--- src/rtl/dspp_rx_pkg.sv ---
package dspp_rx_pkg;
  localparam int OP_W   = 8;
  localparam int ADDR_W = 24;
  localparam int DATA_W = 8;
  localparam logic [OP_W-1:0] PROG_CODE = 8'hA2;

  typedef enum logic [1:0] {
    PH_HDR,
    PH_DATA,
    PH_SKIP
  } phase_e;
endpackage

--- src/rtl/dspp_sync.sv ---
module dspp_sync #(
  parameter int W = 4,
  parameter int STAGES = 2,
  parameter logic [W-1:0] RST_VAL = '0
) (
  input  logic         clk,
  input  logic         rst_n,
  input  logic [W-1:0] d,
  output logic [W-1:0] q
);
  logic [W-1:0] stg [STAGES];

  for (genvar s = 0; s < STAGES; s++) begin : g_stage
    if (s == 0) begin : g_first
      always_ff @(posedge clk or negedge rst_n)
        if (!rst_n) stg[s] <= RST_VAL;
        else        stg[s] <= d;
    end else begin : g_next
      always_ff @(posedge clk or negedge rst_n)
        if (!rst_n) stg[s] <= RST_VAL;
        else        stg[s] <= stg[s-1];
    end
  end

  assign q = stg[STAGES-1];
endmodule

--- src/rtl/dspp_decoder.sv ---
module dspp_decoder
  import dspp_rx_pkg::*;
#(
  parameter int OPW   = OP_W,
  parameter int AW    = ADDR_W,
  parameter int DW    = DATA_W,
  parameter int PAGE_BITS = 8,
  parameter logic [OPW-1:0] CODE = PROG_CODE
) (
  input  logic          clk,
  input  logic          rst_n,
  input  logic          cs_s,
  input  logic          sck_s,
  input  logic          d0_s,
  input  logic          d1_s,
  output logic          emit,
  output logic [AW-1:0] emit_addr,
  output logic [DW-1:0] emit_data,
  output logic          abort
);
  localparam int HDR_BITS = OPW + AW;
  localparam int HCW      = $clog2(HDR_BITS);
  localparam int PAIRS    = DW / 2;
  localparam int PCW      = (PAIRS > 1) ? $clog2(PAIRS) : 1;

  phase_e                phase;
  logic [HCW-1:0]        hcnt;
  logic [PCW-1:0]        pcnt;
  logic [HDR_BITS-2:0]   hsr;
  logic [DW-3:0]         bsr;
  logic [AW-1:0]         cur_addr;
  logic                  sck_q, cs_q;
  logic                  rise, cs_rise, abort_c, last_pair;
  logic [HDR_BITS-1:0]   hdr_next;
  logic [DW-1:0]         byte_next;
  logic [PAGE_BITS-1:0]  lo_inc;

  assign rise      = sck_s & ~sck_q & ~cs_s;
  assign cs_rise   = cs_s & ~cs_q;
  assign hdr_next  = {hsr, d0_s};
  assign byte_next = {bsr, d1_s, d0_s};
  assign last_pair = (pcnt == PCW'(PAIRS - 1));
  assign lo_inc    = cur_addr[PAGE_BITS-1:0] + PAGE_BITS'(1);
  assign abort_c   = cs_rise &&
                     ((phase == PH_HDR && hcnt != '0) ||
                      (phase == PH_DATA && pcnt != '0));

  always_ff @(posedge clk or negedge rst_n) begin
    if (!rst_n) begin
      sck_q <= 1'b0;
      cs_q  <= 1'b1;
      abort <= 1'b0;
    end else begin
      sck_q <= sck_s;
      cs_q  <= cs_s;
      abort <= abort_c;
    end
  end

  always_ff @(posedge clk or negedge rst_n) begin
    if (!rst_n) begin
      phase     <= PH_HDR;
      hcnt      <= '0;
      pcnt      <= '0;
      hsr       <= '0;
      bsr       <= '0;
      cur_addr  <= '0;
      emit      <= 1'b0;
      emit_addr <= '0;
      emit_data <= '0;
    end else begin
      emit <= 1'b0;
      if (cs_s) begin
        phase <= PH_HDR;
        hcnt  <= '0;
        pcnt  <= '0;
      end else if (rise) begin
        unique case (phase)
          PH_HDR: begin
            hsr  <= hdr_next[HDR_BITS-2:0];
            hcnt <= hcnt + HCW'(1);
            if (hcnt == HCW'(OPW - 1) && hdr_next[OPW-1:0] != CODE)
              phase <= PH_SKIP;
            if (hcnt == HCW'(HDR_BITS - 1)) begin
              cur_addr <= hdr_next[AW-1:0];
              phase    <= PH_DATA;
              pcnt     <= '0;
            end
          end
          PH_DATA: begin
            bsr  <= byte_next[DW-3:0];
            pcnt <= last_pair ? '0 : pcnt + PCW'(1);
            if (last_pair) begin
              emit      <= 1'b1;
              emit_addr <= cur_addr;
              emit_data <= byte_next;
              cur_addr  <= {cur_addr[AW-1:PAGE_BITS], lo_inc};
            end
          end
          default: ;
        endcase
      end
    end
  end

  a_r8_abort_single: assert property (@(posedge clk) disable iff (!rst_n)
    abort |=> !abort);
  a_r7_skip_silent: assert property (@(posedge clk) disable iff (!rst_n)
    (phase == PH_SKIP) |-> (!emit && !abort_c));
  a_r5_page_step: assert property (@(posedge clk) disable iff (!rst_n)
    emit |-> (cur_addr[PAGE_BITS-1:0] == emit_addr[PAGE_BITS-1:0] + PAGE_BITS'(1)) &&
             (cur_addr[AW-1:PAGE_BITS] == emit_addr[AW-1:PAGE_BITS]));
  a_r9_no_abort_idle: assert property (@(posedge clk) disable iff (!rst_n)
    (cs_q && cs_s) |=> !abort);
endmodule

--- src/rtl/dspp_wr_hold.sv ---
module dspp_wr_hold #(
  parameter int AW = 24,
  parameter int DW = 8
) (
  input  logic          clk,
  input  logic          rst_n,
  input  logic          load,
  input  logic [AW-1:0] ld_addr,
  input  logic [DW-1:0] ld_data,
  input  logic          ready,
  output logic          valid,
  output logic [AW-1:0] addr,
  output logic [DW-1:0] data
);
  always_ff @(posedge clk or negedge rst_n) begin
    if (!rst_n) begin
      valid <= 1'b0;
      addr  <= '0;
      data  <= '0;
    end else if (load) begin
      valid <= 1'b1;
      addr  <= ld_addr;
      data  <= ld_data;
    end else if (valid && ready) begin
      valid <= 1'b0;
    end
  end

  a_r10_hold_stable: assert property (@(posedge clk) disable iff (!rst_n)
    (valid && !ready && !load) |=> (valid && $stable(addr) && $stable(data)));
  a_r10_rise_from_load: assert property (@(posedge clk) disable iff (!rst_n)
    $rose(valid) |-> $past(load));
  a_r10_drop_after_take: assert property (@(posedge clk) disable iff (!rst_n)
    (valid && ready && !load) |=> !valid);
endmodule

--- src/rtl/dspp_rx_top.sv ---
module dspp_rx_top
  import dspp_rx_pkg::*;
#(
  parameter int SYNC_STAGES = 2,
  parameter int PAGE_BITS   = 8
) (
  input  logic              clk,
  input  logic              rst_n,
  input  logic              cs_n,
  input  logic              sck,
  input  logic              sio0,
  input  logic              sio1_in,
  output logic              sio1_oe,
  output logic              wr_valid,
  input  logic              wr_ready,
  output logic [ADDR_W-1:0] wr_addr,
  output logic [DATA_W-1:0] wr_data,
  output logic              abort
);
  logic [3:0]        pins_s;
  logic              emit;
  logic [ADDR_W-1:0] emit_addr;
  logic [DATA_W-1:0] emit_data;

  // secondary pin is an input for the whole command
  assign sio1_oe = 1'b0;

  dspp_sync #(.W(4), .STAGES(SYNC_STAGES), .RST_VAL(4'b1000)) u_sync (
    .clk   (clk),
    .rst_n (rst_n),
    .d     ({cs_n, sck, sio1_in, sio0}),
    .q     (pins_s)
  );

  dspp_decoder #(
    .OPW(OP_W), .AW(ADDR_W), .DW(DATA_W),
    .PAGE_BITS(PAGE_BITS), .CODE(PROG_CODE)
  ) u_dec (
    .clk       (clk),
    .rst_n     (rst_n),
    .cs_s      (pins_s[3]),
    .sck_s     (pins_s[2]),
    .d1_s      (pins_s[1]),
    .d0_s      (pins_s[0]),
    .emit      (emit),
    .emit_addr (emit_addr),
    .emit_data (emit_data),
    .abort     (abort)
  );

  dspp_wr_hold #(.AW(ADDR_W), .DW(DATA_W)) u_hold (
    .clk     (clk),
    .rst_n   (rst_n),
    .load    (emit),
    .ld_addr (emit_addr),
    .ld_data (emit_data),
    .ready   (wr_ready),
    .valid   (wr_valid),
    .addr    (wr_addr),
    .data    (wr_data)
  );

  a_r11_pin_input: assert property (@(posedge clk) disable iff (!rst_n)
    !cs_n |-> !sio1_oe);
endmodule

--- config.mk ---
export PLATFORM = sky130hd
export DESIGN_NAME = dspp_rx_top
export DESIGN_NICKNAME = d
export VERILOG_FILES = /design/src/rtl/dspp_rx_pkg.sv /design/src/rtl/dspp_sync.sv /design/src/rtl/dspp_decoder.sv /design/src/rtl/dspp_wr_hold.sv /design/src/rtl/dspp_rx_top.sv
export SDC_FILE = /design/constraint.sdc
export NUM_CORES = 1
export LEC_CHECK = 0
export BUFFER_PORTS_ARGS = -buffer_cell sky130_fd_sc_hd__buf_2
export CORE_MARGIN = 5
export CORE_UTILIZATION = 43
export DETAILED_ROUTE_END_ITERATION = 10
export HOLD_SLACK_MARGIN = 0.05
export SYNTH_ARGS = -nofsm -noshare
export SYNTH_HDL_FRONTEND = slang
export SYNTH_SLANG_ARGS = --single-unit
--- constraint.sdc ---
create_clock -name clk -period 2.33 [get_ports clk]
set_input_delay 0.1165 -clock clk [delete_from_list [all_inputs] [get_ports clk]]
set_output_delay 0.1165 -clock clk [all_outputs]
set_load 0.05 [all_outputs]
* Yosys cells after proc, flatten, opt, wreduce, memory -nomap -nowiden
Cells that the tools add are included.
** Word-level totals
- Output and inout bits :: 35
- Word-level logic and storage cells :: 81
- Bits in registers :: 139
** Operators by class
- Muxes and demuxes :: 22
- Bitwise logic cells :: 7
- Add/sub/neg operators :: 3
- Equality and inequality tests :: 8
- Reductions and logical operators :: 23
** Operators by type and width (count)
- one-hot mux 24 bit (2 select lines) :: 1
- two-way mux 24 bit :: 1
- two-way mux 2 bit :: 9
- two-way mux 5 bit :: 3
- AND reduction 3 bit :: 4
- AND reduction 5 bit :: 2
- nonzero test 2 bit :: 5
- adder 8 x 1 -> 8 bit (second input constant) :: 1
- two-way mux 8 bit :: 1
- inequality test 8 bit (second input constant) :: 1
- two-way mux 1 bit :: 6
- nonzero test 3 bit :: 2
- adder 5 x 1 -> 5 bit (second input constant) :: 1
- equality test 5 x 3 -> 1 bit (second input constant) :: 1
- equality test 5 bit (second input constant) :: 1
- logical AND 1 bit :: 5
- nonzero test 5 bit :: 1
- inverter 1 bit :: 4
- one-hot mux 2 bit (2 select lines) :: 1
- AND reduction 4 bit :: 1
- bitwise AND 1 bit :: 3
- inequality test 3 bit (second input constant) :: 1
- adder 2 x 1 -> 2 bit (second input constant) :: 1
- equality test 2 x 1 -> 1 bit (second input constant) :: 1
- other kinds (6) :: 6

* Depth between registers and ports, before layout
Gate-level depths: netlist of run 1.
- Depth after elaboration :: 7
- Depth in mapped cells :: 7
- Mapped depth without buffers :: 6

* Modules after synthesis
From an unflattened synthesis of run 1, not the netlist that was laid out.
** Unflattened totals
- Cell total of the unflattened synthesis :: 420
- Area, all modules :: 5758.0 um2
** By module, submodules not included
- dspp_decoder :: times used 1, cells each 335, area each 4136.5 um2, seq. area each 2453.6 um2
- dspp_wr_hold :: times used 1, cells each 71, area each 1377.6 um2, seq. area each 825.8 um2
- dspp_sync :: times used 1, cells each 12, area each 232.7 um2, seq. area each 202.7 um2
- dspp_rx_top :: times used 1, cells each 2, area each 11.3 um2, seq. area each 0.0 um2

* Worst setup path before layout of run 1
OpenSTA, ideal clock, no wires.
- Path kind :: register to register
- Start point :: register u_dec.hcnt[0]
- End point :: register u_dec.cur_addr[14]
- Setup time :: 0.119 ns
- Path buffers :: 2
- Data arrival time :: 1.795 ns
- Setup slack :: 0.416 ns
- Data required time :: 2.211 ns
- Cell stages (with the launch flop) :: 8
- Clock period less this slack :: 1.914 ns
- Path through :: dfrtp_1 > ha_1 > and3_1 > ha_1 > clkbuf_1 > nand3_1 > clkbuf_1 > a21bo_2
** Between the ends
- Word-level cells in the longest chain between the ends :: 2
** Ends and longest elaborated chain
- from (decl) :: line dspp_decoder.sv:27 : logic [HCW-1:0] hcnt;
- from (signal assigned) :: line dspp_decoder.sv:81 : hcnt <= hcnt + HCW'(1);
- equality test 5 bit :: line dspp_decoder.sv:84 : if (hcnt == HCW'(HDR_BITS - 1)) begin
- AND reduction 5 bit (no line)
- to (signal assigned) :: line dspp_decoder.sv:85 : cur_addr <= hdr_next[AW-1:0];
- to (signal assigned) :: line dspp_decoder.sv:97 : cur_addr <= {cur_addr[AW-1:PAGE_BITS], lo_inc};
- to (decl) :: line dspp_decoder.sv:31 : logic [AW-1:0] cur_addr;
No other way between the ends.
A chain may end at the register's enable or synchronous reset.

* Final worst setup path of run 1
- Start point :: register u_dec.hcnt[0]
- End point :: register u_dec.cur_addr[7]
** Between the ends
- Word-level cells in the longest chain between the ends :: 3
** Ends and longest elaborated chain (line)
- equality test 5 bit :: dspp_decoder.sv:84
- inequality test 2 bit (no line)
- AND reduction 5 bit (no line)
No other way between the ends.

==> flow_summary.toml, run 1 <==
[outcome]
status = "complete, no violations"

[routing]
route.top_layer_used = "met4"
vias_per_cell = 5.23
drt_first_iter_violations = 185
wl_per_cell_um = 15.1
wl_met2_um = 4620
wl_met3_um = 400
ant_nets = 0
vias = 3333
wl_um = 9640
met1_length_um = 4410
drc = 0
dr.pass1.iters = 4

[clocking]
cts_tree = "built"
cts_setup_buffers = 0
numCtsBuffers = 17
clock-sinks = 139
htree_levels = 4
clock_latency_ns = 0.41
cts_resized = 0
clk_pin_slew_worst_paths_ns = 0.06
clockBufferDepth = 2
cts-root-buf = "clkbuf_16"

[setup_path]
reg2reg_depth = 6
reg2reg_setup_slack_ns = 0.37
cp_slowest_cell = "mux2i_1"
cp_max_fo = 7
path_class = "register to register"
endpoint_kind = "register"
r2r_start = "u_dec.hcnt[0]"
crit_buf_inv = 0
arrival_ns = 2.28
cp_common_cell = "ha_1"
r2r_end = "u_dec.cur_addr[7]"
setup.worst_path.start = "u_dec.hcnt[0]"
max_stage_delay_ns = 0.45
critical_path.cell_chain = "ha_1, and3_1, ha_1, mux2i_1, nor2_1, a211oi_1"
critical-path-top-delay-family = "adder cells"
cp.required_ns = 2.65
cp-start-kind = "register"

[yosys]
syn-cell-area_um2 = 5650
synthXorXnorAreaFrac_pct = 0
ys_types = 47
yosysWarnings = 0
async_flop_share_pct = 100
yosys_most_used_dff = "dfrtp_1"
synth-edff-count = 0
syn_nets = 406
synth_top_family_by_area = "multiplexers"
synth_compound_area_share_pct = 7.37
yosysSeqAreaShare_pct = 61.6
syn_inst = 393
postSynthAreaPerCell_um2 = 14.4
synthMuxAreaShare_pct = 19.6
synth_seq_cells = 139
synthAdderAreaFrac_pct = 1.33
synth-simple-area-share_pct = 7.19

[timing]
tns_ns = 0
rsz0062_at_grt = "no"
fin_skew_ns = 0.00560
period_share_pct = 84.1
slew_viol_final = 0
relSlewSlack_pct = 58.1
hold_viol = 0
tightestPinTransition_ns = 0.619
fmax_ghz = 0.510
final-setup-viol-count = 0
min_period_ns = 1.96

[power]
powerDensity_nw_per_um2 = 813
p_leak_nw = 3.37
power_mw = 5.52
peakVddDrop_mv = 0.435

[grt]
grt_max_degree = 58
groute.usage.overall_pct = 13.5
grt_overflow = 0
grt_pass1_vias = 3394
antenna_found_initial = 0
grt_pass1_wl_um = 16900

[floorplan]
initial_utilization_pct = 44.3
die-area_um2 = 15500
core_area_um2 = 12800
dieHeight_um = 125
rows = 41
ios = 42
die_x_um = 125

[placed_design]
io_buffers = 40
placedInstanceArea_um2 = 6110
dpl.cell_count = 599
place_hpwl_um = 6500
place.gp.congestion = 0.864

[finish]
nets = 465
syn_to_final_growth_pct = 19.9
instances_no_fill = 637
final_area_um2 = 6780
antennaDiodeCount = 0
drive_gt1_share_pct = 44.3

[min_path]
hold_path.class = "input port to async pin"

[job]
cap_viol_max_count = 0
==> cells in the mapped netlist, types with 2 or more instances <==
master,number,area share (%)
a211oi_1,5,0.66
a21bo_2,16,2.8
a21oi_1,9,0.80
a2bb2oi_1,3,0.46
buf_2,5,0.44
buf_6,3,0.60
clkbuf_1,14,0.93
dfrtp_1,136,60
dfstp_2,3,1.4
ha_1,6,1.3
inv_1,10,0.66
mux2_2,94,19
mux2i_1,5,0.89
nand2_1,10,0.66
nand3_1,6,0.53
nand3b_1,2,0.27
nand4_1,17,1.9
nor4b_1,3,0.46
nor4bb_1,3,0.53
o211ai_1,5,0.66
o21ai_0,9,0.80
or3_1,2,0.22
or4b_1,2,0.35
or4bb_1,2,0.40
==> cells by family (layout without fill, tap and decap cells) <==
kind of cell,count (synthesis),after routing
other,1,1
AO/OA/AOI/OAI,55,55
multiplexers,99,99
AND/OR/NAND/NOR,59,59
flip-flops,139,139
buffers and inverters,34,106
adder cells (fa/ha/maj),6,6
==> worst register-to-register path: stages (launching register included) <==
cell and delay [ns]:
dfrtp_1 0.41, ha_1 0.23, and3_1 0.19, ha_1 0.25, mux2i_1 0.45, nor2_1 0.13
a211oi_1 0.22
==> worst max-delay path by stage <==
stage / end / depth (start not counted) / slack, ns
after floorplan: u_dec.cur_addr[14] / 7 / 0.42
after global placement: u_dec.hsr[3] / 4 / 0.46
after detailed placement: u_dec.hsr[13] / 4 / 0.39
after CTS: u_dec.pcnt[0] / 6 / 0.38
after global routing: u_dec.pcnt[0] / 6 / 0.29
final: u_dec.cur_addr[7] / 6 / 0.37
==> placed cells by master, fill, tap and decap left out, types with 4 or more instances in the layout <==
master,netlist,routed
buf_2,5,39
dlygate4sd3_1,0,6
a211oi_1,5,5
dfrtp_1,136,136
ha_1,6,6
nand4_1,17,17
o21ai_0,9,9
clkbuf_16,0,17
a21oi_1,9,9
a21bo_2,16,16
nand3_1,6,6
inv_1,10,10
mux2_2,94,94
buf_4,1,15
clkinvlp_4,0,4
o211ai_1,5,5
nand2_1,10,10
mux2i_1,5,5
clkinv_4,0,4
==> through the flow <==
step / setup slack [ns] / utilization, % / hold slack (ns)
after global routing: 0.287 / 53.1 / 0.301
final: 0.371 / 53.1 / 0.234
after detailed placement: 0.393 / 47.8 / 0.118
after floorplan: 0.416 / - / -0.179
after global placement: 0.464 / 47.8 / 0.108
after CTS: 0.380 / 53.1 / 0.258
==> flip-flops by register name, summed over array words and instances (netlist names) <==
| name | cells |
|---|---|
| u_dec.cur_addr | 24 |
| u_dec.phase | 2 |
| u_hold.addr | 24 |
| u_dec.emit_data | 8 |
| u_dec.sck_q | 1 |
| u_dec.pcnt | 2 |
| u_dec.hcnt | 5 |
| u_sync.q | 4 |
| u_dec.bsr | 6 |
| u_dec.emit_addr | 24 |
| u_dec.cs_q | 1 |
| u_hold.data | 8 |
| u_dec.abort | 1 |
| u_hold.valid | 1 |
| u_dec.hsr | 23 |
| u_sync.stg | 4 |
| u_dec.emit | 1 |
==> where the power goes <==
part	internal, mW	switching (mW)
Sequential	2.49	0.0930
Clock	1.72	0.996
Combinational	0.109	0.106
==> area by class of cell <==
| type | instances | area [µm²] |
|---|---|---|
| Clock buffer | 19 | 443 |
| Clock inverter | 13 | 169 |
| Fill cell | 1100 | 5990 |
| Inverter | 11 | 41.3 |
| Multi-Input combinational cell | 220 | 2010 |
| Sequential cell | 139 | 3480 |
| Tap cell | 172 | 215 |
| Timing Repair Buffer | 63 | 419 |
==> metal layers <==
layer	GRT usage [%]	vias up
met4	6.58	0
met5	0	-
met1	17.6	1682
met2	20.8	67
met3	3.73	19
li1	-	1565
==> timing repair <==
action | 4_1_cts | 5_1_grt
setup endpoints to repair | 0 | 0
endpoints found under the hold margin | 58 | 0
hold buffers | 6 | 0
Power figures use the tool's default switching activity.
==> inputs of run 2 (changes only) <==
==> constraint.sdc (replaced) <==
create_clock -name clk -period 1.6 [get_ports clk]
set_input_delay 0.08 -clock clk [delete_from_list [all_inputs] [get_ports clk]]
set_output_delay 0.08 -clock clk [all_outputs]
set_load 0.05 [all_outputs]
==> run 2 against run 1 <==
  * The run now ends with negative setup slack left
  * Maximum frequency is 15% higher
  * Critical path depth is 2 lower
  * Global-route usage is 1.9 points higher
  * Wire length is 12% higher
  * Sequential cell count stayed put
  * Power is 47% higher
  * Sequential power is 46% higher
  * First-iteration DRC count is 4.3% higher
  * Via count is 5.4% higher
  * Largest cell class unchanged
  * Largest power group unchanged
  * Highest routed layer unchanged
==> flow_summary.toml, run 2 (synthesis gave the netlist of run 1 again) <==
[timing]
hold_viol = 0
fmax_ghz = 0.586
period_share_pct = 107
final-setup-viol-count = 42
post-route-worst-setup-slack_ns = -0.107
slew_viol_final = 0
fin_skew_ns = 0.00879
min_period_ns = 1.71
rsz0062_at_grt = "yes"
tns_ns = -2.31

[clocking]
clock-sinks = 139
cts-root-buf = "clkbuf_16"
clockBufferDepth = 2
clk_pin_slew_worst_paths_ns = 0.06
cts_tree = "built"
htree_levels = 4
numCtsBuffers = 17
clock_latency_ns = 0.41

[grt]
grt_pass1_wl_um = 19100
grt_pass1_vias = 3794
grt_overflow = 0
antenna_found_initial = 0
grt_max_degree = 58
groute.usage.overall_pct = 15.4

[placed_design]
place.gp.congestion = 0.799
place_hpwl_um = 6880
io_buffers = 40

[floorplan]
initial_utilization_pct = 44.3
core_area_um2 = 12800
ios = 42
die-area_um2 = 15500
dieHeight_um = 125
die_x_um = 125
rows = 41

[routing]
drt_first_iter_violations = 193
vias = 3512
wl_per_cell_um = 16.2
vias_per_cell = 5.31
dr.pass1.iters = 4
wl_um = 10800
drc = 0
ant_nets = 0

[power]
power_switching_mw = 1.69
p_leak_nw = 3.59
sequentialPowerShare_pct = 46.5
power_mw = 8.11
intPower_mw = 6.42
combPwrFrac_pct = 4.8
swShare_pct = 20.9
peakVddDrop_mv = 0.592
powerDensity_nw_per_um2 = 1110
clkPwrFrac_pct = 48.7

[finish]
nFillCells = 1015
nets = 493
final_cell_mix = "dfrtp_1, mux2_2, buf_2"
final_common_cell = "dfrtp_1"
multi_input_area_um2 = 2220
biggestRegsByFlops = "u_dec.cur_addr: 24 flops, u_dec.emit_addr: 24 flops, u_hold.addr: 24 flops"
drive_gt1_share_pct = 53.1
regArea_um2 = 3480
syn_to_final_growth_pct = 29.3
antennaDiodeCount = 0

[setup_path]
arrival_ns = 2.00
cp_slowest_cell = "or4b_4"
crit_buf_inv = 1
setup.worst_path.start = "u_dec.phase[1]"
path_class = "register to register"
critical-path-top-delay-family = "simple AND/OR/NAND/NOR gates"
critical_path.cell_chain = "or4b_4, nor2_4, buf_12, mux2_2"
cp.required_ns = 1.89
cp-start-kind = "register"
reg2reg_depth = 4
r2r_end = "u_dec.hsr[21]"
max_stage_delay_ns = 0.55
reg2reg_setup_slack_ns = -0.11
endpoint_kind = "register"
cp_max_fo = 17
r2r_start = "u_dec.phase[1]"

[min_path]
hold_path.class = "input port to async pin"

[outcome]
status = "finished with violations"
violations = "negative setup slack"

[job]
cap_viol_max_count = 0
==> run 2: cell count changes in the layout (fill, tap and decap cells not counted), moves of 4 or more <==
cell / delta
clkinv_4: -4
buf_4: +12
a211oi_1: -5
o21ai_1: +4
buf_12: +5
a211oi_2: +5
a21oi_1: -4
buf_6: +6
o21ai_0: -8
mux2_4: +5
o21ai_2: +4
mux2_2: -5
==> run 2: repair_timing <==
action,in CTS,in global routing
setup buffers,10,1
setup endpoints to repair,89,87
resized for setup,27,27
hold buffers,6,0
gates cloned,5,0
pin swaps,23,18
endpoints found under the hold margin,141,0
==> run 2: area by class of cell <==
type | count | area share, %
flip-flops and latches | 139 | 47.7
multi-input cells | 222 | 30.4
repair buffers | 89 | 10.2
clock buffers | 22 | 6.63
well taps | 172 | 2.94
clock inverters | 7 | 1.58
inverters | 11 | 0.582
==> run 2: worst max-delay path by stage <==
stage               cells past startpoint  slack, ns             to
floorplan                               5      -0.21  u_dec.hsr[10]
global placement                        5       -0.1   u_dec.bsr[5]
detailed placement                      4      -0.13  u_dec.hcnt[2]
CTS                                     4      -0.08  u_dec.hsr[16]
global route                            4      -0.18  u_dec.hsr[16]
finish                                  4      -0.11  u_dec.hsr[21]
==> run 2: worst reg2reg max path, delay by kind of cell (launching register included) <==
family	cells	cell delay, ns
mux	1	0.34
simple gates	2	0.68
flops	1	0.40
buf+inv	1	0.17
==> run 2: power by group through the flow <==
stage / sequential (mW) / clock [mW] / combinational, mW
after floorplan: 3.77 / 0 / 0.200
after global placement: 3.82 / 0 / 0.337
after detailed placement: 3.82 / 0 / 0.346
after CTS: 3.76 / 4.05 / 0.383
after global routing: 3.78 / 4.21 / 0.438
final: 3.77 / 3.95 / 0.388
==> run 2: layer usage <==
metal / share of wire, % / track usage, % / wire length (µm)
met3: 3.7 / 4.80 / 397
met2: 49 / 23.7 / 5230
met5: 0 / 0 / 0
met1: 45 / 20.1 / 4890
met4: 2.2 / 6.51 / 234
==> run 2: metrics by stage <==
step	setup WS (ns)	util, %	hold WS (ns)	std cells	area (µm²)
4_1_cts	-0.0843	56.5	0.0908	662	7220
6_report	-0.107	57.2	0.0985	662	7310
3_5_place_dp	-0.132	49.3	-0.0355	612	6300
3_3_place_gp	-0.0956	49.3	-0.0389	612	6300
5_1_grt	-0.183	57.2	0.117	662	7310
2_1_floorplan	-0.209	-	-0.216	393	5730
==> inputs of run 3 (changes only) <==
--- a/config.mk
+++ b/config.mk
@@ -5,10 +5,10 @@
 export SDC_FILE = /design/constraint.sdc
 export NUM_CORES = 1
 export LEC_CHECK = 0
-export BUFFER_PORTS_ARGS = -buffer_cell sky130_fd_sc_hd__buf_2
 export CORE_MARGIN = 5
 export CORE_UTILIZATION = 43
 export DETAILED_ROUTE_END_ITERATION = 10
+export DONT_BUFFER_PORTS = 1
 export HOLD_SLACK_MARGIN = 0.05
 export SYNTH_ARGS = -nofsm -noshare
 export SYNTH_HDL_FRONTEND = slang
==> run 3 against run 2 <==
  * Combinational power decreased by 20%
  * Clock skew is 0.0026 ns lower
  * Hold slack lost 0.74 ns
  * Die area stayed put
  * Via count down 2.8%
  * Wire length fell by 3.3%
  * Sequential cell count is the same
  * Largest power group unchanged
  * Global-route usage is 1.4 points lower
  * The run ends with negative hold slack, negative setup slack left
==> flow_summary.toml, run 3 (synthesis gave the netlist of run 1 again) <==
[outcome]
status = "finished with violations"
violations = "negative hold slack, negative setup slack"

[power]
powerDensity_nw_per_um2 = 1110
peakVddDrop_mv = 0.594
p_leak_nw = 3.41

[finish]
drive_gt1_share_pct = 49.7
syn_to_final_growth_pct = 25.9
final_common_cell = "dfrtp_1"
final_cell_mix = "dfrtp_1, mux2_2, buf_4"
instances_no_fill = 635
biggestRegsByFlops = "u_dec.cur_addr: 24 flops, u_dec.emit_addr: 24 flops, u_hold.addr: 24 flops"
antennaDiodeCount = 0
fin_util_pct = 55.7
nets = 463

[routing]
wl_per_cell_um = 16.4
ant_nets = 0
vias = 3412
vias_per_cell = 5.37
dr.pass1.iters = 4
drt_first_iter_violations = 186
drc = 0
wl_um = 10400

[floorplan]
initial_utilization_pct = 44.3
die-area_um2 = 15500
core_area_um2 = 12800
dieHeight_um = 125
die_x_um = 125
rows = 41
ios = 42

[timing]
min_period_ns = 1.68
final-setup-viol-count = 76
tightestPinTransition_ns = 0.552
post-route-worst-setup-slack_ns = -0.0843
slew_viol_final = 0
hold_viol = 139
period_share_pct = 105
fin_skew_ns = 0.00616
whs_ns = -0.642
rsz0062_at_grt = "yes"
fmax_ghz = 0.594
relSlewSlack_pct = 62.7

[clocking]
clock-sinks = 139
cts.hold.buffers_added = 5
cts_tree = "built"
clockBufferDepth = 2
numCtsBuffers = 17
clk_pin_slew_worst_paths_ns = 0.06
clock_latency_ns = 0.42
htree_levels = 4
cts-root-buf = "clkbuf_16"

[setup_path]
endpoint_kind = "register"
critical_path.cell_chain = "or4b_4, nor2_4, buf_12, mux2_2"
path_class = "register to register"
max_stage_delay_ns = 0.54
cp_slowest_cell = "or4b_4"
arrival_ns = 1.98
cp.required_ns = 1.90
r2r_start = "u_dec.phase[1]"
cp-start-kind = "register"
setup.worst_path.start = "u_dec.phase[1]"
cp_max_fo = 16

[grt]
grt_pass1_vias = 3490
grt_max_degree = 140
grt_overflow = 0
antenna_found_initial = 0
grt_pass1_wl_um = 17400
groute.usage.overall_pct = 13.9

[placed_design]
place_hpwl_um = 6230
place.gp.congestion = 0.821
dpl.cell_count = 584
io_buffers = 0

[min_path]
hold_path.class = "input port to async pin"

[job]
cap_viol_max_count = 0
-- run 3: cell count changes in the layout (fill, tap and decap cells not counted), sizes merged --
| cell | previous run | this run |
|---|---|---|
| buf | 83 | 51 |
| bufbuf | 0 | 1 |
| bufinv | 3 | 2 |
| clkbuf | 22 | 20 |
| clkinv | 3 | 6 |
| clkinvlp | 2 | 5 |
| dlygate4sd3 | 6 | 5 |
| inv | 10 | 12 |
-- run 3: critical path: cells and delay by family, from the launching register on --
kind	cells	cell delay (ns)
buf+inv	1	0.16
flops	1	0.38
mux	1	0.34
simple gates	2	0.67
-- run 3: repair_timing --
action                     CTS  global route
resized for setup           30            14
hold endpoints to repair   144           139
cloned                       4             2
setup endpoints to repair   92            93
setup buffers                5             3
pin swaps                   15            18
-- run 3: final timing paths --
kind | end | slack (ns) | cells past startpoint
max in group asynchronous | u_sync.q[3] | 1.99 | 0
min reg2reg | u_sync.q[0] | 0.35 | 0
max | u_dec.hsr[10] | -0.08 | 4
min | u_hold.data[6] | -0.64 | 0
min in group clk | u_sync.stg[7] | 0.20 | 1
max reg2reg | u_dec.hsr[10] | -0.08 | 4
-- run 3: power breakdown --
| part | internal [mW] | switching, mW | total (mW) |
|---|---|---|---|
| Sequential | 3.63 | 0.115 | 3.75 |
| Combinational | 0.184 | 0.125 | 0.309 |
| Clock | 2.33 | 1.49 | 3.82 |
| Total | 6.15 | 1.73 | 7.88 |
-- run 3: final cells by class --
| cell class | instances | area (µm²) |
|---|---|---|
| Inverter | 11 | 45.0 |
| Timing Repair Buffer | 59 | 607 |
| Clock buffer | 18 | 439 |
| Fill cell | 1034 | 5660 |
| Clock inverter | 14 | 145 |
| Multi-Input combinational cell | 222 | 2180 |
| Sequential cell | 139 | 3480 |
| Tap cell | 172 | 215 |
-- run 3: routing by layer --
metal | share of wire (%) | vias up | GRT usage (%)
met5 | 0 | - | 0
met4 | 2.5 | 0 | 6.64
met3 | 4.1 | 24 | 4.55
met2 | 49 | 73 | 21.6
met1 | 44 | 1748 | 17.7
li1 | - | 1567 | -
-- run 3: metrics by stage --
| step | TNS [ns] | instance area [µm²] | total power, mW | setup slack (ns) |
|---|---|---|---|---|
| CTS | -4.98 | 7010 | 7.97 | -0.0905 |
| detailed placement | -7.21 | 6140 | 4.07 | -0.150 |
| finish | -3.47 | 7120 | 7.88 | -0.0843 |
| global placement | -4.16 | 6140 | 4.04 | -0.0957 |
| global route | -9.09 | 7120 | 8.18 | -0.137 |
| floorplan | -5.87 | 5730 | 3.97 | -0.209 |
